$ cat config.mk
export PLATFORM = sky130hd
export DESIGN_NAME = mc_main_ctrl
export DESIGN_NICKNAME = d
export VERILOG_FILES = /design/src/rtl/mcc_pkg.sv /design/src/rtl/mcc_seq.sv /design/src/rtl/mcc_decode.sv /design/src/rtl/mc_main_ctrl.sv
export SDC_FILE = /design/constraint.sdc
export NUM_CORES = 1
export LEC_CHECK = 0
export CORE_AREA = 2 2 39 41
export DETAILED_ROUTE_END_ITERATION = 16
export DIE_AREA = 0 0 41 43
export GPL_TIMING_DRIVEN = 0
export PLACE_DENSITY = 0.68
export SYNTH_ARGS = -nofsm -noshare
export SYNTH_HDL_FRONTEND = slang
export SYNTH_SLANG_ARGS = --single-unit
$ cat constraint.sdc
create_clock -name clk -period 2.1 [get_ports clk]
set_input_delay 0.63 -clock clk [delete_from_list [all_inputs] [get_ports clk]]
set_output_delay 0.63 -clock clk [all_outputs]
set_load 0.05 [all_outputs]
$ cat src/rtl/mcc_pkg.sv
package mcc_pkg;

  localparam int OP_W    = 6;
  localparam int STATE_W = 4;

  typedef enum logic [STATE_W-1:0] {
    ST_FETCH   = 4'd0,
    ST_DECODE  = 4'd1,
    ST_ADDR    = 4'd2,
    ST_LOADRD  = 4'd3,
    ST_LOADWB  = 4'd4,
    ST_STORE   = 4'd5,
    ST_EXEC    = 4'd6,
    ST_RDONE   = 4'd7,
    ST_BRANCH  = 4'd8,
    ST_JUMP    = 4'd9
  } ctrlState_t;

  localparam logic [OP_W-1:0] OP_RTYPE = 6'b000000;
  localparam logic [OP_W-1:0] OP_LOAD  = 6'b100011;
  localparam logic [OP_W-1:0] OP_STORE = 6'b101011;
  localparam logic [OP_W-1:0] OP_BEQ   = 6'b000100;
  localparam logic [OP_W-1:0] OP_JUMP  = 6'b000010;

  // ALU operand B selects
  localparam logic [1:0] B_REG   = 2'b00;
  localparam logic [1:0] B_FOUR  = 2'b01;
  localparam logic [1:0] B_IMM   = 2'b10;
  localparam logic [1:0] B_IMMSH = 2'b11;

  // ALU modes
  localparam logic [1:0] ALU_ADD  = 2'b00;
  localparam logic [1:0] ALU_SUB  = 2'b01;
  localparam logic [1:0] ALU_FUNC = 2'b10;

  // next-PC selects
  localparam logic [1:0] PC_ALU  = 2'b00;
  localparam logic [1:0] PC_HELD = 2'b01;
  localparam logic [1:0] PC_JMP  = 2'b10;

  typedef struct packed {
    logic       pcWrite;
    logic       pcWriteIfZero;
    logic       addrFromAlu;
    logic       memRd;
    logic       memWr;
    logic       instrLoad;
    logic       wbFromMem;
    logic       dstFromRd;
    logic       regWr;
    logic       opASel;
    logic [1:0] opBSel;
    logic [1:0] aluMode;
    logic [1:0] pcSel;
  } strobes_t;

endpackage

$ cat src/rtl/mcc_seq.sv
module mcc_seq
  import mcc_pkg::*;
(
  input  logic            clk,
  input  logic            rst,
  input  logic [OP_W-1:0] opcode,
  output ctrlState_t      state
);

  ctrlState_t nextState;

  always_comb begin
    nextState = ST_FETCH;
    case (state)
      ST_FETCH:  nextState = ST_DECODE;
      ST_DECODE: begin
        case (opcode)
          OP_LOAD, OP_STORE: nextState = ST_ADDR;
          OP_RTYPE:          nextState = ST_EXEC;
          OP_BEQ:            nextState = ST_BRANCH;
          OP_JUMP:           nextState = ST_JUMP;
          default:           nextState = ST_FETCH;
        endcase
      end
      ST_ADDR:   nextState = (opcode == OP_LOAD) ? ST_LOADRD : ST_STORE;
      ST_LOADRD: nextState = ST_LOADWB;
      ST_EXEC:   nextState = ST_RDONE;
      default:   nextState = ST_FETCH;
    endcase
  end

  always_ff @(posedge clk) begin
    if (rst) state <= ST_FETCH;
    else     state <= nextState;
  end

  // first cycle out of reset is fetch
  p_reset_fetch_r1: assert property (@(posedge clk) disable iff (rst)
    $fell(rst) |-> state == ST_FETCH);

  // fetch always goes to decode
  p_fetch_decode_r2: assert property (@(posedge clk) disable iff (rst)
    state == ST_FETCH |=> state == ST_DECODE);

  // load read is followed by write-back
  p_load_chain_r5: assert property (@(posedge clk) disable iff (rst)
    state == ST_LOADRD |=> state == ST_LOADWB);

  // execute is followed by register completion
  p_exec_done_r8: assert property (@(posedge clk) disable iff (rst)
    state == ST_EXEC |=> state == ST_RDONE);

  // completion states return to fetch
  p_done_fetch_r12: assert property (@(posedge clk) disable iff (rst)
    (state inside {ST_LOADWB, ST_STORE, ST_RDONE, ST_BRANCH, ST_JUMP})
      |=> state == ST_FETCH);

endmodule

$ cat src/rtl/mcc_decode.sv
module mcc_decode
  import mcc_pkg::*;
(
  input  ctrlState_t state,
  output strobes_t   strobes
);

  always_comb begin
    strobes = '0;
    case (state)
      ST_FETCH: begin
        strobes.memRd     = 1'b1;
        strobes.instrLoad = 1'b1;
        strobes.opBSel    = B_FOUR;
        strobes.aluMode   = ALU_ADD;
        strobes.pcSel     = PC_ALU;
        strobes.pcWrite   = 1'b1;
      end
      ST_DECODE: begin
        strobes.opBSel  = B_IMMSH;
        strobes.aluMode = ALU_ADD;
      end
      ST_ADDR: begin
        strobes.opASel  = 1'b1;
        strobes.opBSel  = B_IMM;
        strobes.aluMode = ALU_ADD;
      end
      ST_LOADRD: begin
        strobes.memRd       = 1'b1;
        strobes.addrFromAlu = 1'b1;
      end
      ST_LOADWB: begin
        strobes.regWr     = 1'b1;
        strobes.wbFromMem = 1'b1;
      end
      ST_STORE: begin
        strobes.memWr       = 1'b1;
        strobes.addrFromAlu = 1'b1;
      end
      ST_EXEC: begin
        strobes.opASel  = 1'b1;
        strobes.opBSel  = B_REG;
        strobes.aluMode = ALU_FUNC;
      end
      ST_RDONE: begin
        strobes.dstFromRd = 1'b1;
        strobes.regWr     = 1'b1;
      end
      ST_BRANCH: begin
        strobes.opASel        = 1'b1;
        strobes.opBSel        = B_REG;
        strobes.aluMode       = ALU_SUB;
        strobes.pcWriteIfZero = 1'b1;
        strobes.pcSel         = PC_HELD;
      end
      ST_JUMP: begin
        strobes.pcWrite = 1'b1;
        strobes.pcSel   = PC_JMP;
      end
      default: strobes = '0;
    endcase
  end

endmodule

$ cat src/rtl/mc_main_ctrl.sv
module mc_main_ctrl
  import mcc_pkg::*;
(
  input  logic               clk,
  input  logic               rst,
  input  logic [OP_W-1:0]    opcode,
  output logic               pcWrite,
  output logic               pcWriteIfZero,
  output logic               addrFromAlu,
  output logic               memRd,
  output logic               memWr,
  output logic               instrLoad,
  output logic               wbFromMem,
  output logic               dstFromRd,
  output logic               regWr,
  output logic               opASel,
  output logic [1:0]         opBSel,
  output logic [1:0]         aluMode,
  output logic [1:0]         pcSel,
  output logic [STATE_W-1:0] stateCode
);

  ctrlState_t state;
  strobes_t   strobes;

  mcc_seq u_seq (
    .clk    (clk),
    .rst    (rst),
    .opcode (opcode),
    .state  (state)
  );

  mcc_decode u_dec (
    .state   (state),
    .strobes (strobes)
  );

  assign pcWrite       = strobes.pcWrite;
  assign pcWriteIfZero = strobes.pcWriteIfZero;
  assign addrFromAlu   = strobes.addrFromAlu;
  assign memRd         = strobes.memRd;
  assign memWr         = strobes.memWr;
  assign instrLoad     = strobes.instrLoad;
  assign wbFromMem     = strobes.wbFromMem;
  assign dstFromRd     = strobes.dstFromRd;
  assign regWr         = strobes.regWr;
  assign opASel        = strobes.opASel;
  assign opBSel        = strobes.opBSel;
  assign aluMode       = strobes.aluMode;
  assign pcSel         = strobes.pcSel;
  assign stateCode     = state;

  // never read and write memory together
  p_mem_exclusive_r7: assert property (@(posedge clk) disable iff (rst)
    $onehot0({memRd, memWr}));

  // an unconditional PC load never takes the held-result source
  p_pc_source_r11: assert property (@(posedge clk) disable iff (rst)
    pcWrite |-> pcSel != PC_HELD);

  // memory write-back only right after a memory read
  p_wb_after_read_r6: assert property (@(posedge clk) disable iff (rst)
    wbFromMem |-> $past(memRd) && $past(addrFromAlu));

endmodule

==> results_dict.tcl <==
set metrics [dict create \
    status "finished clean" \
    setup-violations-final 0 \
    yosys_warnings 0 \
    cts.clk_slew.worst_paths_ps 40 \
    cts_buffers 3 \
    critPathRequiredTime_ps 1470 \
    synth_cell_type_count 25 \
    max_freq_mhz 481 \
    period_minus_slack_ps 2080 \
    relSlewSlack_pct 66.5 \
    grt_max_degree 11 \
    reg_top3 "u_seq.state: 4 flops" \
    antenna-diode-count 0 \
    crit_buf_inv 1 \
    drc 0 \
    first_global_vias 442 \
    cts_buffer_depth 2 \
    num_rows 14 \
    syn_nets 60 \
    die_y_um 43 \
    setup_slack_ps 22.0 \
    vias_per_cell 4.93 \
    port-buffer-count 27 \
    finalHoldViolations 0 \
    crit_arrival_ps 1450 \
    pin_count 28 \
    worstMarginPinSlew_ps 501 \
    top_register "u_seq.state" \
    critPathKind "flop to output pin" \
    core_area_mm2 0.00138 \
    finClkSkew_ps 0.410 \
    holdBufCountCts 0 \
    wl_um 1140 \
    cp-end-kind "output pin" \
    hold_class "flop to flop" \
    rsz0062_at_grt "false" \
    tns_ps 0 \
    dpl.hpwl_um 907 \
    crit_family "buffers and inverters" \
    crit_chain "clkdlybuf4s50_1" \
    avgRoutedWirePerCell_um 11.5 \
    p_leak_nw 0.290 \
    drive_gt1_share_pct 51.8 \
    layout_common_cells "10 x clkdlybuf4s50_1, 7 x clkdlybuf4s15_2" \
    cp_max_fo 8 \
    final_nets 92 \
    layout_commonest_cell "clkdlybuf4s50_1" \
    cts_tree "done" \
    cts_sinks 4 \
    syn_area_um2 365 \
    gp_congestion 0.824 \
    ys_ff_latch 4 \
    ant_nets 0 \
    drt_first_pass_iters 4 \
    gr-total-overflow 0 \
    cts_max_level 1 \
    critical-path-max-stage-delay_ps 830 \
    drt-initial-drc-count 5 \
    avgSynthCellArea_um2 7.03 \
    syn_inst 52 \
    hold_ws_ps 504 \
    finalNonFillerCells 99 \
    grt_pass1_wl_um 1940 \
    report.final.slew_viol_count 0 \
    dp.cells 95 \
    clock-root-buffer "clkbuf_4" \
    irDropWorstVdd_mv 0.470 \
    largest_reg_flops 4 \
    final.period_utilization_pct 99.0 \
    drv_cap 0 \
    seq_area_frac_synth_pct 21.9 \
    powerDensity_mw_per_mm2 385 \
    initial_core_util_pct 26.4 \
    grt_use_total_pct 15.5 \
    vias 488 \
    syn_to_final_growth_pct 109 \
    r2r_slack_ps 470 \
    preCtsSetupSlack_ps -351 \
    dieArea_mm2 0.00176 \
    die_w_um 41 \
    crit_slowest_cell "clkdlybuf4s50_1" \
    clock_latency_ps 240 \
    antenna_found_initial 0 \
    start_kind "flop" \
]
==> layout make-up <==
class / count / area, um^2
Buffer: 4 / 37.5
Clock buffer: 4 / 26.3
Fill cell: 129 / 622
Multi-Input combinational cell: 44 / 334
Sequential cell: 4 / 87.6
Tap cell: 16 / 20.0
Timing Repair Buffer: 27 / 256
==> where the power goes <==
| part | internal [mW] | total [mW] | switching, mW |
|---|---|---|---|
| Combinational | 0.0420 | 0.107 | 0.0647 |
| Sequential | 0.0774 | 0.0796 | 0.00222 |
| Clock | 0.0716 | 0.107 | 0.0357 |
| Total | 0.191 | 0.294 | 0.103 |
==> cell families after synthesis <==
| group | after synthesis | synth area share, % |
|---|---|---|
| and+or+nand+nor | 35 | 52.1 |
| AOI/OAI and AO/OA | 6 | 11.0 |
| DFF | 4 | 21.9 |
| buffers and inverters | 4 | 7.19 |
| xor gates and xnor gates | 2 | 4.80 |
| muxes | 1 | 3.08 |
==> final timing paths <==
path	start	to	cells after the start
hold reg to reg	u_seq.state[3]	u_seq.state[0]	1
hold / removal	u_seq.state[3]	u_seq.state[0]	1
setup reg to reg	u_seq.state[2]	u_seq.state[2]	5
setup / recovery	u_seq.state[2]	stateCode[2]	1
==> through the flow <==
stage / util (%) / total power, mW / cell area (um^2)
global route: 55.1 / 0.308 / 762
global placement: 54.0 / 0.188 / 747
CTS: 55.2 / 0.296 / 764
finish: 55.1 / 0.294 / 762
detailed placement: 54.0 / 0.188 / 747
floorplan: - / 0.149 / 457
==> cells in the mapped netlist <==
cell,n,share of area (%)
nor2_1,9,9.2
o21ai_2,1,2.4
mux2_2,1,3.1
nor2b_1,1,1.7
clkbuf_1,2,2.1
nor4_1,1,1.7
nand4b_1,1,2.4
a21oi_1,2,2.7
nor3_1,6,8.2
nand2_1,5,5.1
dfxtp_1,4,22
or3_4,1,3.1
buf_4,1,2.1
nor3b_1,1,2.1
or2_2,1,1.7
nor4b_1,2,4.8
buf_6,1,3.1
a211oi_1,1,2.1
a2111oi_0,1,2.4
xnor2_1,2,4.8
or3_1,1,1.7
o21ai_0,1,1.4
nand4_1,1,1.7
or2_1,1,1.7
nand2b_1,4,6.8
==> layer usage <==
metal  global-route usage [%]  vias to the layer above  share of wire [%]  routed length [um]
li1                         -                      245                  -                   -
met3                     6.28                        0                6.0                  68
met4                     2.00                        0                  0                   0
met1                     19.9                      226                 46                 527
met5                        0                        -                  0                   0
met2                     24.1                       17                 48                 545
==> timing repair <==
action | CTS | global route
endpoints found under the setup margin | 16 | 9
pin swaps | 0 | 1
setup buffers | 0 | 0
resized for setup | 63 | 10
Note: power is estimated with default switching activity, not from simulation.
